## src/rtl/multi_alu_pkg.sv

```systemverilog
// Package: shared width and operation codes for the multi-function ALU.
// Assumes: the operation codes below are the only ones with a defined result.
package multi_alu_pkg;

    localparam int unsigned ALU_W = 32;

    typedef enum logic [3:0] {
        OP_AND = 4'b0000,
        OP_OR  = 4'b0001,
        OP_ADD = 4'b0010,
        OP_SUB = 4'b0110,
        OP_NOR = 4'b1100
    } alu_op_e;

endpackage

```

## src/rtl/alu_addsub.sv

```systemverilog
// Module: ripple-carry adder that also subtracts. For a subtract it takes
// the inverted B and holds the carry-in high. Signed overflow is the XOR
// of the carry into the top bit and the carry out of it.
// Assumes: W >= 2. Purely combinational.
module alu_addsub #(
    parameter int unsigned W = 32
) (
    input  logic [W-1:0] a_in,
    input  logic [W-1:0] b_in,
    input  logic         do_sub,
    output logic [W-1:0] sum_out,
    output logic         ovf_out
);

    logic [W-1:0] b_eff;
    logic [W:0]   carry;

    // Choose B or its inverse for the adder.
    always_comb begin
        b_eff = do_sub ? ~b_in : b_in;
    end

    // Ripple the carry one full-adder bit at a time.
    always_comb begin
        carry[0] = do_sub;
        for (int i = 0; i < W; i++) begin
            sum_out[i]   = a_in[i] ^ b_eff[i] ^ carry[i];
            carry[i+1]   = (a_in[i] & b_eff[i]) | (carry[i] & (a_in[i] ^ b_eff[i]));
        end
    end

    // Flag overflow when the carries on either side of the top bit disagree.
    always_comb begin
        ovf_out = carry[W] ^ carry[W-1];
    end

endmodule

```

## src/rtl/alu_logic.sv

```systemverilog
// Module: bitwise logic unit. One AND array serves both AND and NOR. For a
// NOR, both inputs are inverted first, which uses (A|B)' = A'&B'.
// Assumes: purely combinational; inv_in is high only for NOR.
module alu_logic #(
    parameter int unsigned W = 32
) (
    input  logic [W-1:0] a_in,
    input  logic [W-1:0] b_in,
    input  logic         inv_in,
    output logic [W-1:0] and_out,
    output logic [W-1:0] or_out
);

    logic [W-1:0] a_eff;
    logic [W-1:0] b_eff;

    // Invert both operands when a NOR is wanted.
    always_comb begin
        a_eff = inv_in ? ~a_in : a_in;
        b_eff = inv_in ? ~b_in : b_in;
    end

    // Shared AND array, and the OR array.
    always_comb begin
        and_out = a_eff & b_eff;
        or_out  = a_in | b_in;
    end

endmodule

```

## src/rtl/alu_result_mux.sv

```systemverilog
// Module: result multiplexer. It picks one unit's output by operation code
// and lets the adder's overflow through only for add and subtract.
// Assumes: undefined codes must produce zero with no overflow.
module alu_result_mux #(
    parameter int unsigned W = 32
) (
    input  multi_alu_pkg::alu_op_e op_in,
    input  logic [W-1:0]           and_in,
    input  logic [W-1:0]           or_in,
    input  logic [W-1:0]           sum_in,
    input  logic                   ovf_in,
    output logic [W-1:0]           res_out,
    output logic                   ovf_out
);

    import multi_alu_pkg::*;

    // Pick the result and mask the overflow by operation.
    always_comb begin
        res_out = '0;
        ovf_out = 1'b0;
        unique case (op_in)
            OP_AND:  res_out = and_in;
            OP_NOR:  res_out = and_in;
            OP_OR:   res_out = or_in;
            OP_ADD,
            OP_SUB: begin
                res_out = sum_in;
                ovf_out = ovf_in;
            end
            default: begin
                res_out = '0;
                ovf_out = 1'b0;
            end
        endcase
    end

endmodule

```

## src/rtl/multi_alu.sv

```systemverilog
// Module: top of the 32-bit multi-function ALU. It decodes the operation
// code into steering for the shared adder and AND array, and works out the
// zero flag from the final result.
// Assumes: combinational use with no clock; the operands settle within the
// cycle of the datapath around it.
module multi_alu #(
    parameter int unsigned W = multi_alu_pkg::ALU_W
) (
    input  logic [W-1:0] op_a,
    input  logic [W-1:0] op_b,
    input  logic [3:0]   op_sel,
    output logic [W-1:0] result,
    output logic         zero,
    output logic         ovf
);

    import multi_alu_pkg::*;

    alu_op_e      op;
    logic         sub_sel;
    logic         nor_sel;
    logic [W-1:0] sum_w;
    logic         add_ovf;
    logic [W-1:0] and_w;
    logic [W-1:0] or_w;

    // Decode the operation code into steering bits.
    always_comb begin
        op      = alu_op_e'(op_sel);
        sub_sel = (op_sel == OP_SUB);
        nor_sel = (op_sel == OP_NOR);
    end

    alu_addsub #(.W(W)) i_addsub (
        .a_in    (op_a),
        .b_in    (op_b),
        .do_sub  (sub_sel),
        .sum_out (sum_w),
        .ovf_out (add_ovf)
    );

    alu_logic #(.W(W)) i_logic (
        .a_in    (op_a),
        .b_in    (op_b),
        .inv_in  (nor_sel),
        .and_out (and_w),
        .or_out  (or_w)
    );

    alu_result_mux #(.W(W)) i_mux (
        .op_in   (op),
        .and_in  (and_w),
        .or_in   (or_w),
        .sum_in  (sum_w),
        .ovf_in  (add_ovf),
        .res_out (result),
        .ovf_out (ovf)
    );

    // Set the zero flag when no result bit is high.
    always_comb begin
        zero = ~|result;
    end

endmodule

```

## config.mk

```make
export PLATFORM = sky130hd
export DESIGN_NAME = multi_alu
export DESIGN_NICKNAME = d
export VERILOG_FILES = /design/src/rtl/multi_alu_pkg.sv /design/src/rtl/alu_addsub.sv /design/src/rtl/alu_logic.sv /design/src/rtl/alu_result_mux.sv /design/src/rtl/multi_alu.sv
export SDC_FILE = /design/constraint.sdc
export NUM_CORES = 1
export LEC_CHECK = 0
export BUFFER_PORTS_ARGS = -buffer_cell sky130_fd_sc_hd__buf_2
export CORE_ASPECT_RATIO = 0.7
export CORE_MARGIN = 5
export CORE_UTILIZATION = 37
export DETAILED_ROUTE_END_ITERATION = 12
export GPL_ROUTABILITY_DRIVEN = 1
export GPL_TIMING_DRIVEN = 0
export PLACE_DENSITY = 0.69
export SYNTH_ARGS = -nofsm -noshare
export SYNTH_HDL_FRONTEND = slang
export SYNTH_SLANG_ARGS = --single-unit
export TNS_END_PERCENT = 5
```

## constraint.sdc

```tcl
create_clock -name vclk -period 18.8
set_input_delay 1.88 -clock vclk [all_inputs]
set_output_delay 1.88 -clock vclk [all_outputs]
set_load 0.01 [all_outputs]
```

==> report_table.html, run 1 <==
<table>
<tr><th>Metric</th><th>Value</th></tr>
<tr><th colspan="2">Run status</th></tr>
<tr><td>Status</td><td>complete, no violations</td></tr>
<tr><th colspan="2">Global route</th></tr>
<tr><td>Pin count of the biggest net entering global routing</td><td>12</td></tr>
<tr><td>GRT Util Overall</td><td>21.4%</td></tr>
<tr><td>Initial antenna violation count</td><td>0</td></tr>
<tr><td>Number of global-route vias before repair</td><td>2494</td></tr>
<tr><td>First-pass GRT wire length</td><td>12700 um</td></tr>
<tr><td>Remaining global-route overflow</td><td>0</td></tr>
<tr><th colspan="2">Worst hold path</th></tr>
<tr><td>Start point of the worst min-delay path</td><td>op_a[29]</td></tr>
<tr><td>Hold Path Class</td><td>in -&gt; out</td></tr>
<tr><td>Number of cells traversed by the worst hold path</td><td>3</td></tr>
<tr><td>Hold Path Sink</td><td>result[29]</td></tr>
<tr><th colspan="2">Yosys</th></tr>
<tr><td>Syn. warnings</td><td>0</td></tr>
<tr><td>Post-synth net total</td><td>358</td></tr>
<tr><td>Mean Syn Cell Area</td><td>8.38 um2</td></tr>
<tr><td>Share of the synthesized area in the top cell type</td><td>28.7%</td></tr>
<tr><td>Leading post-synthesis cells by cell area</td><td>sky130_fd_sc_hd__fa_1 29%, sky130_fd_sc_hd__xor2_1 11%, sky130_fd_sc_hd__maj3_1 10%</td></tr>
<tr><td>Cell count after synthesis</td><td>258</td></tr>
<tr><td>Register area share after synthesis</td><td>0%</td></tr>
<tr><td>Number of library cell types mapped by synthesis</td><td>42</td></tr>
<tr><td>Post-Syn Area</td><td>0.00216 mm2</td></tr>
<tr><td>Post-synthesis cell type with the largest combined area</td><td>sky130_fd_sc_hd__fa_1</td></tr>
<tr><th colspan="2">Timing</th></tr>
<tr><td>Worst slew margin relative to its limit</td><td>25.3%</td></tr>
<tr><td>Setup repair after global routing missed its margin</td><td>no</td></tr>
<tr><td>Actual slew at the worst max-slew pin</td><td>1.12 ns</td></tr>
<tr><td>Total count of hold-check failures in the final report</td><td>0</td></tr>
<tr><td>Final clock period utilization by the worst path</td><td>96.7%</td></tr>
<tr><td>Highest achievable clock rate</td><td>55.0 MHz</td></tr>
<tr><td>Minimum period implied by the final worst setup slack</td><td>18.18 ns</td></tr>
<tr><td>Number of max-slew violations in the final report</td><td>0</td></tr>
<tr><td>Final number of setup-violating endpoints</td><td>0</td></tr>
<tr><th colspan="2">Worst setup path</th></tr>
<tr><td>Data required time at the worst endpoint</td><td>16.92 ns</td></tr>
<tr><td>Critical Setup Path Class</td><td>in -&gt; out</td></tr>
<tr><td>Cell seen most often among critical-path stages</td><td>sky130_fd_sc_hd__fa_2</td></tr>
<tr><td>Cell with the largest stage delay on the worst path</td><td>sky130_fd_sc_hd__or4_4</td></tr>
<tr><td>Nature of the critical path startpoint</td><td>input pin</td></tr>
<tr><td>Critical path endpoint category</td><td>primary output</td></tr>
<tr><td>Max FO, Critical Path</td><td>10</td></tr>
<tr><td>Longest individual stage delay on the worst path</td><td>0.54 ns</td></tr>
<tr><td>Critical path data arrival time</td><td>16.30 ns</td></tr>
<tr><th colspan="2">Routing</th></tr>
<tr><td>Detailed router's first-iteration violation count</td><td>196</td></tr>
<tr><td>Overall via count from detail_route</td><td>2528</td></tr>
<tr><td>DRC</td><td>0</td></tr>
<tr><td>Total Routed Length</td><td>8140 um</td></tr>
<tr><td>Detailed-router iteration count before antenna repair</td><td>5</td></tr>
<tr><td>Top routing layer in use</td><td>met4</td></tr>
<tr><td>Met2 wire len</td><td>3710 um</td></tr>
<tr><td>Post-route ant nets</td><td>0</td></tr>
<tr><td>Routed len/inst</td><td>18.7 um</td></tr>
<tr><td>Metal3 WL</td><td>928 um</td></tr>
<tr><td>Via density per instance</td><td>5.80</td></tr>
<tr><td>WL met1</td><td>3470 um</td></tr>
<tr><th colspan="2">Layout</th></tr>
<tr><td>Fin util</td><td>50.5%</td></tr>
<tr><td>Area taken by flip-flops and latches</td><td>0 um2</td></tr>
<tr><td>Share of final-layout standard cells stronger than drive strength 1</td><td>39.4%</td></tr>
<tr><td>FFs &amp; Latches</td><td>0</td></tr>
<tr><td>Area growth syn-to-layout</td><td>33.0%</td></tr>
<tr><td>Net total in the final layout</td><td>462</td></tr>
<tr><td>Clock buffer instance count of the final layout</td><td>0</td></tr>
<tr><td>Cell area after layout</td><td>0.00288 mm2</td></tr>
<tr><th colspan="2">Pwr</th></tr>
<tr><td>Maximum resistive drop on vdd</td><td>0.0000132 V</td></tr>
<tr><td>Leakage power figure</td><td>1.36 nW</td></tr>
<tr><td>Total power per unit cell area</td><td>28.5 mW/mm2</td></tr>
<tr><th colspan="2">Floorplanning</th></tr>
<tr><td>Horizontal extent of the die</td><td>101 um</td></tr>
<tr><td>Starting utilization of the core area</td><td>38.0%</td></tr>
<tr><td>Core area</td><td>0.00570 mm2</td></tr>
<tr><td>Number of ports placed on the die boundary</td><td>102</td></tr>
<tr><td>Row count</td><td>23</td></tr>
<tr><td>Die Y-Extent</td><td>74.0 um</td></tr>
<tr><td>Die area</td><td>0.00750 mm2</td></tr>
<tr><th colspan="2">Place</th></tr>
<tr><td>Area after DPL</td><td>0.00276 mm2</td></tr>
<tr><td>Final weighted congestion in routability-driven placement</td><td>0.875</td></tr>
<tr><td>Port Buffers</td><td>101</td></tr>
<tr><td>Placed wire-length estimate after detailed placement</td><td>6660 um</td></tr>
<tr><th colspan="2">Flow run</th></tr>
<tr><td>Max-cap violations</td><td>0</td></tr>
<tr><th colspan="2">Clock tree</th></tr>
<tr><td>Hold buffer count at cts</td><td>0</td></tr>
</table>
-- cell usage after synthesis (3+ instances only) --
cell                       number
sky130_fd_sc_hd__o221ai_1       7
sky130_fd_sc_hd__o21ai_0       10
sky130_fd_sc_hd__nand2_1       14
sky130_fd_sc_hd__xnor2_1        6
sky130_fd_sc_hd__o211ai_1       3
sky130_fd_sc_hd__clkbuf_1       7
sky130_fd_sc_hd__maj3_1        22
sky130_fd_sc_hd__inv_1         25
sky130_fd_sc_hd__nor2b_1        3
sky130_fd_sc_hd__a221o_1        9
sky130_fd_sc_hd__fa_1          31
sky130_fd_sc_hd__a22oi_1        7
sky130_fd_sc_hd__xor2_1        26
sky130_fd_sc_hd__nor3_1        14
sky130_fd_sc_hd__a222oi_1       9
sky130_fd_sc_hd__nor2_1        18
sky130_fd_sc_hd__nor4_1         3
sky130_fd_sc_hd__or4_1          3
sky130_fd_sc_hd__buf_2         10
-- worst max-delay path, delay by kind of cell --
kind,cells,cell delay (ns)
xor gates and xnor gates,1,0.09
and+or+nand+nor,6,1.51
adders and majority gates,31,11.01
AOI/OAI and AO/OA,1,0.36
buffers and inverters,14,1.40
-- metrics by stage --
| step | hold slack [ns] | setup slack (ns) | power, mW | cells | TNS (ns) |
|---|---|---|---|---|---|
| detailed placement | 4.17 | -1.58 | 0.0771 | 434 | -2.64 |
| floorplan | 3.91 | 0.0795 | 0.0463 | 258 | 0 |
| global route | 4.19 | 0.0119 | 0.0918 | 435 | 0 |
| finish | 4.17 | 0.616 | 0.0821 | 436 | 0 |
| global placement | 4.16 | -1.58 | 0.0750 | 434 | -2.47 |
| CTS | 4.17 | 0.0291 | 0.0796 | 435 | 0 |
-- cells in the final DEF (no fill, tap or decap), drive strengths merged, types with 2 or more instances in the layout --
cell and count:
buf 116, fa 31, xor2 26, inv 25, maj3 22, nor2 18
nand2 14, nor3 14, o21ai 10, a222oi 9, a221o 9, a22oi 7
o221ai 7, xnor2 6, clkbuf 6, nor2b 3, o211ai 3, nor4 3
or4 3, nand4bb 2, o32ai 2, a21o 2, a21oi 2, or3 2
a211o 2, nand4 2, nor3b 2
-- final cells by class --
cell class         instances  area (um2)
diodes                     1        2.50
plain buffers             18         125
fillers                  595        2820
inverters                 25        93.8
multi-input cells        213        2030
well taps                 75        93.8
repair buffers           104         528
-- worst max-delay path by stage --
stage              start    to  cells after the start
2_1_floorplan  op_sel[3]  zero                     52
3_3_place_gp   op_sel[3]  zero                     54
3_5_place_dp   op_sel[3]  zero                     54
4_1_cts        op_sel[0]  zero                     54
5_1_grt        op_sel[0]  zero                     53
6_report       op_sel[0]  zero                     53
-- cells by family after synthesis --
group | after synthesis | synth area share [%]
compound gates | 57 | 21.3
buf+inv | 45 | 9.25
fa+ha+maj | 54 | 39.4
xor+xnor | 32 | 13.0
simple gates | 70 | 17.1
-- metal layers --
layer	GRT usage [%]	vias up
li1	-	1153
met1	31.2	1236
met2	34.8	135
met3	4.03	4
met4	1.18	0
met5	0	-
-- report_power, final --
| group | total, mW | internal, mW | switching (mW) |
|---|---|---|---|
| Sequential | 0 | 0 | 0 |
| Combinational | 0.0821 | 0.0372 | 0.0449 |
| Clock | 0.00000000712 | 0.00000000711 | 0 |
| Total | 0.0821 | 0.0372 | 0.0449 |
-- what timing repair did --
action                                 4_1_cts  5_1_grt
endpoints found under the hold margin        0        0
resized for setup                           23       13
pin swaps                                    3        2
buffers inserted                             3        0
setup endpoints to repair                    5        1
Power figures use the tool's default switching activity.
==> inputs of run 2 (changes only) <==
Settings changed: PLACE_DENSITY 0.69 to 0.66.
Clock period 18.8 ns to 22.3 ns, I/O delays scaled along.
==> report_table.html, run 2 (synthesis results as in run 1) <==
<table>
<tr><th>Metric</th><th>Value</th></tr>
<tr><th colspan="2">Clock tree</th></tr>
<tr><td>Post-CTS setup buffer count</td><td>0 (was 3)</td></tr>
<tr><td># resized after CTS</td><td>0 (was 23)</td></tr>
<tr><td>Hold buffer count at cts</td><td>0 (unchanged)</td></tr>
<tr><th colspan="2">Routing</th></tr>
<tr><td>Detailed router's first-iteration violation count</td><td>147 (was 196)</td></tr>
<tr><td>Metal3 WL</td><td>694 um (was 928 um)</td></tr>
<tr><td>DRC</td><td>0 (unchanged)</td></tr>
<tr><td>Met2 wire len</td><td>3510 um (was 3710 um)</td></tr>
<tr><td>Total Routed Length</td><td>7900 um (was 8140 um)</td></tr>
<tr><td>Post-route ant nets</td><td>0 (unchanged)</td></tr>
<tr><td>WL met1</td><td>3690 um (was 3470 um)</td></tr>
<tr><td>Detailed-router iteration count before antenna repair</td><td>5 (unchanged)</td></tr>
<tr><td>Overall via count from detail_route</td><td>2484 (was 2528)</td></tr>
<tr><td>Top routing layer in use</td><td>met3 (was met4)</td></tr>
<tr><td>Via density per instance</td><td>5.72 (was 5.80)</td></tr>
<tr><td>Routed len/inst</td><td>18.2 um (was 18.7 um)</td></tr>
<tr><th colspan="2">Global route</th></tr>
<tr><td>Number of global-route vias before repair</td><td>2396 (was 2494)</td></tr>
<tr><td>Pin count of the biggest net entering global routing</td><td>11 (was 12)</td></tr>
<tr><td>First-pass GRT wire length</td><td>12400 um (was 12700 um)</td></tr>
<tr><td>Remaining global-route overflow</td><td>0 (unchanged)</td></tr>
<tr><td>GRT Util Overall</td><td>20.9% (was 21.4%)</td></tr>
<tr><td>Initial antenna violation count</td><td>0 (unchanged)</td></tr>
<tr><th colspan="2">Flow run</th></tr>
<tr><td>Max-cap violations</td><td>0 (unchanged)</td></tr>
<tr><th colspan="2">Timing</th></tr>
<tr><td>Number of max-slew violations in the final report</td><td>0 (unchanged)</td></tr>
<tr><td>Final-layout setup total negative slack</td><td>0 ns (unchanged)</td></tr>
<tr><td>Setup repair after global routing missed its margin</td><td>no (unchanged)</td></tr>
<tr><td>Actual slew at the worst max-slew pin</td><td>1.13 ns (was 1.12 ns)</td></tr>
<tr><td>Final clock period utilization by the worst path</td><td>95.0%</td></tr>
<tr><td>Final number of setup-violating endpoints</td><td>0 (unchanged)</td></tr>
<tr><td>Worst slew margin relative to its limit</td><td>24.3% (was 25.3%)</td></tr>
<tr><td>Minimum period implied by the final worst setup slack</td><td>21.18 ns</td></tr>
<tr><td>Total count of hold-check failures in the final report</td><td>0 (unchanged)</td></tr>
<tr><td>Highest achievable clock rate</td><td>47.2 MHz</td></tr>
<tr><th colspan="2">Pwr</th></tr>
<tr><td>Post-layout power</td><td>65.6 uW (was 82.1 uW)</td></tr>
<tr><td>Total power per unit cell area</td><td>23.8 mW/mm2 (was 28.5 mW/mm2)</td></tr>
<tr><td>Maximum resistive drop on vdd</td><td>0.00000999 V (was 0.0000132 V)</td></tr>
<tr><td>Leakage power figure</td><td>1.35 nW (was 1.36 nW)</td></tr>
<tr><th colspan="2">Layout</th></tr>
<tr><td>Area growth syn-to-layout</td><td>27.7% (was 33.0%)</td></tr>
<tr><td>Highest-count cells in the layout ignoring fill and taps</td><td>111 x sky130_fd_sc_hd__buf_2, 31 x sky130_fd_sc_hd__fa_1, 26 x sky130_fd_sc_hd__xor2_1 (was 107 x sky130_fd_sc_hd__buf_2, 26 x sky130_fd_sc_hd__xor2_1, 25 x sky130_fd_sc_hd__inv_1)</td></tr>
<tr><td>Area taken by flip-flops and latches</td><td>0 um2 (unchanged)</td></tr>
<tr><td>Share of final-layout standard cells stronger than drive strength 1</td><td>31.8% (was 39.4%)</td></tr>
<tr><td>Cell area after layout</td><td>0.00276 mm2 (was 0.00288 mm2)</td></tr>
<tr><td>Fin util</td><td>48.5% (was 50.5%)</td></tr>
<tr><td>Net total in the final layout</td><td>461 (was 462)</td></tr>
<tr><td>Most common cell after layout, fill and taps aside</td><td>sky130_fd_sc_hd__buf_2 (unchanged)</td></tr>
<tr><td>Clock buffer instance count of the final layout</td><td>0 (unchanged)</td></tr>
<tr><td>Number of non-filler instances in the completed layout</td><td>434 (was 436)</td></tr>
<tr><td>Number of diodes added for antenna fixing</td><td>0 (was 1)</td></tr>
<tr><td>FFs &amp; Latches</td><td>0 (unchanged)</td></tr>
<tr><th colspan="2">Floorplanning</th></tr>
<tr><td>Die area</td><td>0.00750 mm2 (unchanged)</td></tr>
<tr><td>Number of ports placed on the die boundary</td><td>102 (unchanged)</td></tr>
<tr><td>Starting utilization of the core area</td><td>38.0% (unchanged)</td></tr>
<tr><td>Core area</td><td>0.00570 mm2 (unchanged)</td></tr>
<tr><td>Die Y-Extent</td><td>74.0 um (unchanged)</td></tr>
<tr><td>Horizontal extent of the die</td><td>101 um (unchanged)</td></tr>
<tr><td>Row count</td><td>23 (unchanged)</td></tr>
<tr><th colspan="2">Worst setup path</th></tr>
<tr><td>Longest individual stage delay on the worst path</td><td>0.50 ns (was 0.54 ns)</td></tr>
<tr><td>Cell with the largest stage delay on the worst path</td><td>sky130_fd_sc_hd__or4_1 (was sky130_fd_sc_hd__or4_4)</td></tr>
<tr><td>Capturing element of the worst setup path</td><td>zero (unchanged)</td></tr>
<tr><td>Critical path endpoint category</td><td>primary output (unchanged)</td></tr>
<tr><td>Nature of the critical path startpoint</td><td>input pin (unchanged)</td></tr>
<tr><td>Critical Setup Path Class</td><td>in -&gt; out (unchanged)</td></tr>
<tr><td>Worst setup path start</td><td>op_sel[3] (was op_sel[0])</td></tr>
<tr><td>Data required time at the worst endpoint</td><td>20.07 ns (was 16.92 ns)</td></tr>
<tr><td>Max FO, Critical Path</td><td>10 (unchanged)</td></tr>
<tr><td>Cell seen most often among critical-path stages</td><td>sky130_fd_sc_hd__fa_1 (was sky130_fd_sc_hd__fa_2)</td></tr>
<tr><td>Critical path data arrival time</td><td>18.95 ns (was 16.30 ns)</td></tr>
<tr><th colspan="2">Place</th></tr>
<tr><td>Area after DPL</td><td>0.00276 mm2 (unchanged)</td></tr>
<tr><td>Placed wire-length estimate after detailed placement</td><td>6560 um (was 6660 um)</td></tr>
<tr><td>Cells after DPL</td><td>434 (unchanged)</td></tr>
<tr><td>Port Buffers</td><td>101 (unchanged)</td></tr>
<tr><td>Final weighted congestion in routability-driven placement</td><td>0.909 (was 0.875)</td></tr>
<tr><th colspan="2">Run status</th></tr>
<tr><td>Status</td><td>complete, no violations (unchanged)</td></tr>
<tr><th colspan="2">Worst hold path</th></tr>
<tr><td>Hold Path Class</td><td>in -&gt; out (unchanged)</td></tr>
</table>
## run 2: cell count changes in the layout (fill, tap and decap cells not counted), sizes merged
cell and change:
buf -2, clkbuf +1, diode -1
## run 2: worst max-delay path: cells and delay by family
kind / cells / cell delay, ns
xor+xnor: 1 / 0.14
fa+ha+maj: 31 / 12.14
simple gates: 6 / 1.70
buf+inv: 15 / 2.32
compound gates: 1 / 0.38
## run 2: power breakdown
group | leakage, nW | switching, mW | internal, mW
Sequential | 0 | 0 | 0
Combinational | 1.35 | 0.0367 | 0.0289
Clock | 0 | 0 | 0
Total | 1.35 | 0.0367 | 0.0289
## run 2: area by class of cell
type | count | area, um2
buffer | 20 | 106
fill | 582 | 2940
inverter | 25 | 93.8
multi-input combinational | 213 | 1960
tap | 75 | 93.8
timing repair buffer | 101 | 505
## run 2: worst min path at each step
| stage | startpoint | slack [ns] | cells past startpoint | endpoint |
|---|---|---|---|---|
| after CTS | op_b[6] | 4.86 | 3 | result[6] |
| after detailed placement | op_b[6] | 4.86 | 3 | result[6] |
| final | op_b[6] | 4.86 | 3 | result[6] |
| after global placement | op_b[6] | 4.85 | 3 | result[6] |
| after global routing | op_b[6] | 4.88 | 3 | result[6] |
| after floorplan | op_a[29] | 4.61 | 1 | result[29] |
## run 2: per-stage QoR
stage / hold WS (ns) / setup WS [ns]
after global placement: 4.85 / 1.19
after CTS: 4.86 / 1.10
after detailed placement: 4.86 / 1.16
final: 4.86 / 1.12
after global routing: 4.88 / 0.178
after floorplan: 4.61 / 2.88
## run 2: per-layer routing
layer / GRT usage, % / vias to the layer above
met2: 32.8 / 121
li1: - / 1149
met1: 33.3 / 1214
met4: 0.590 / 0
met5: 0 / -
met3: 1.22 / 0
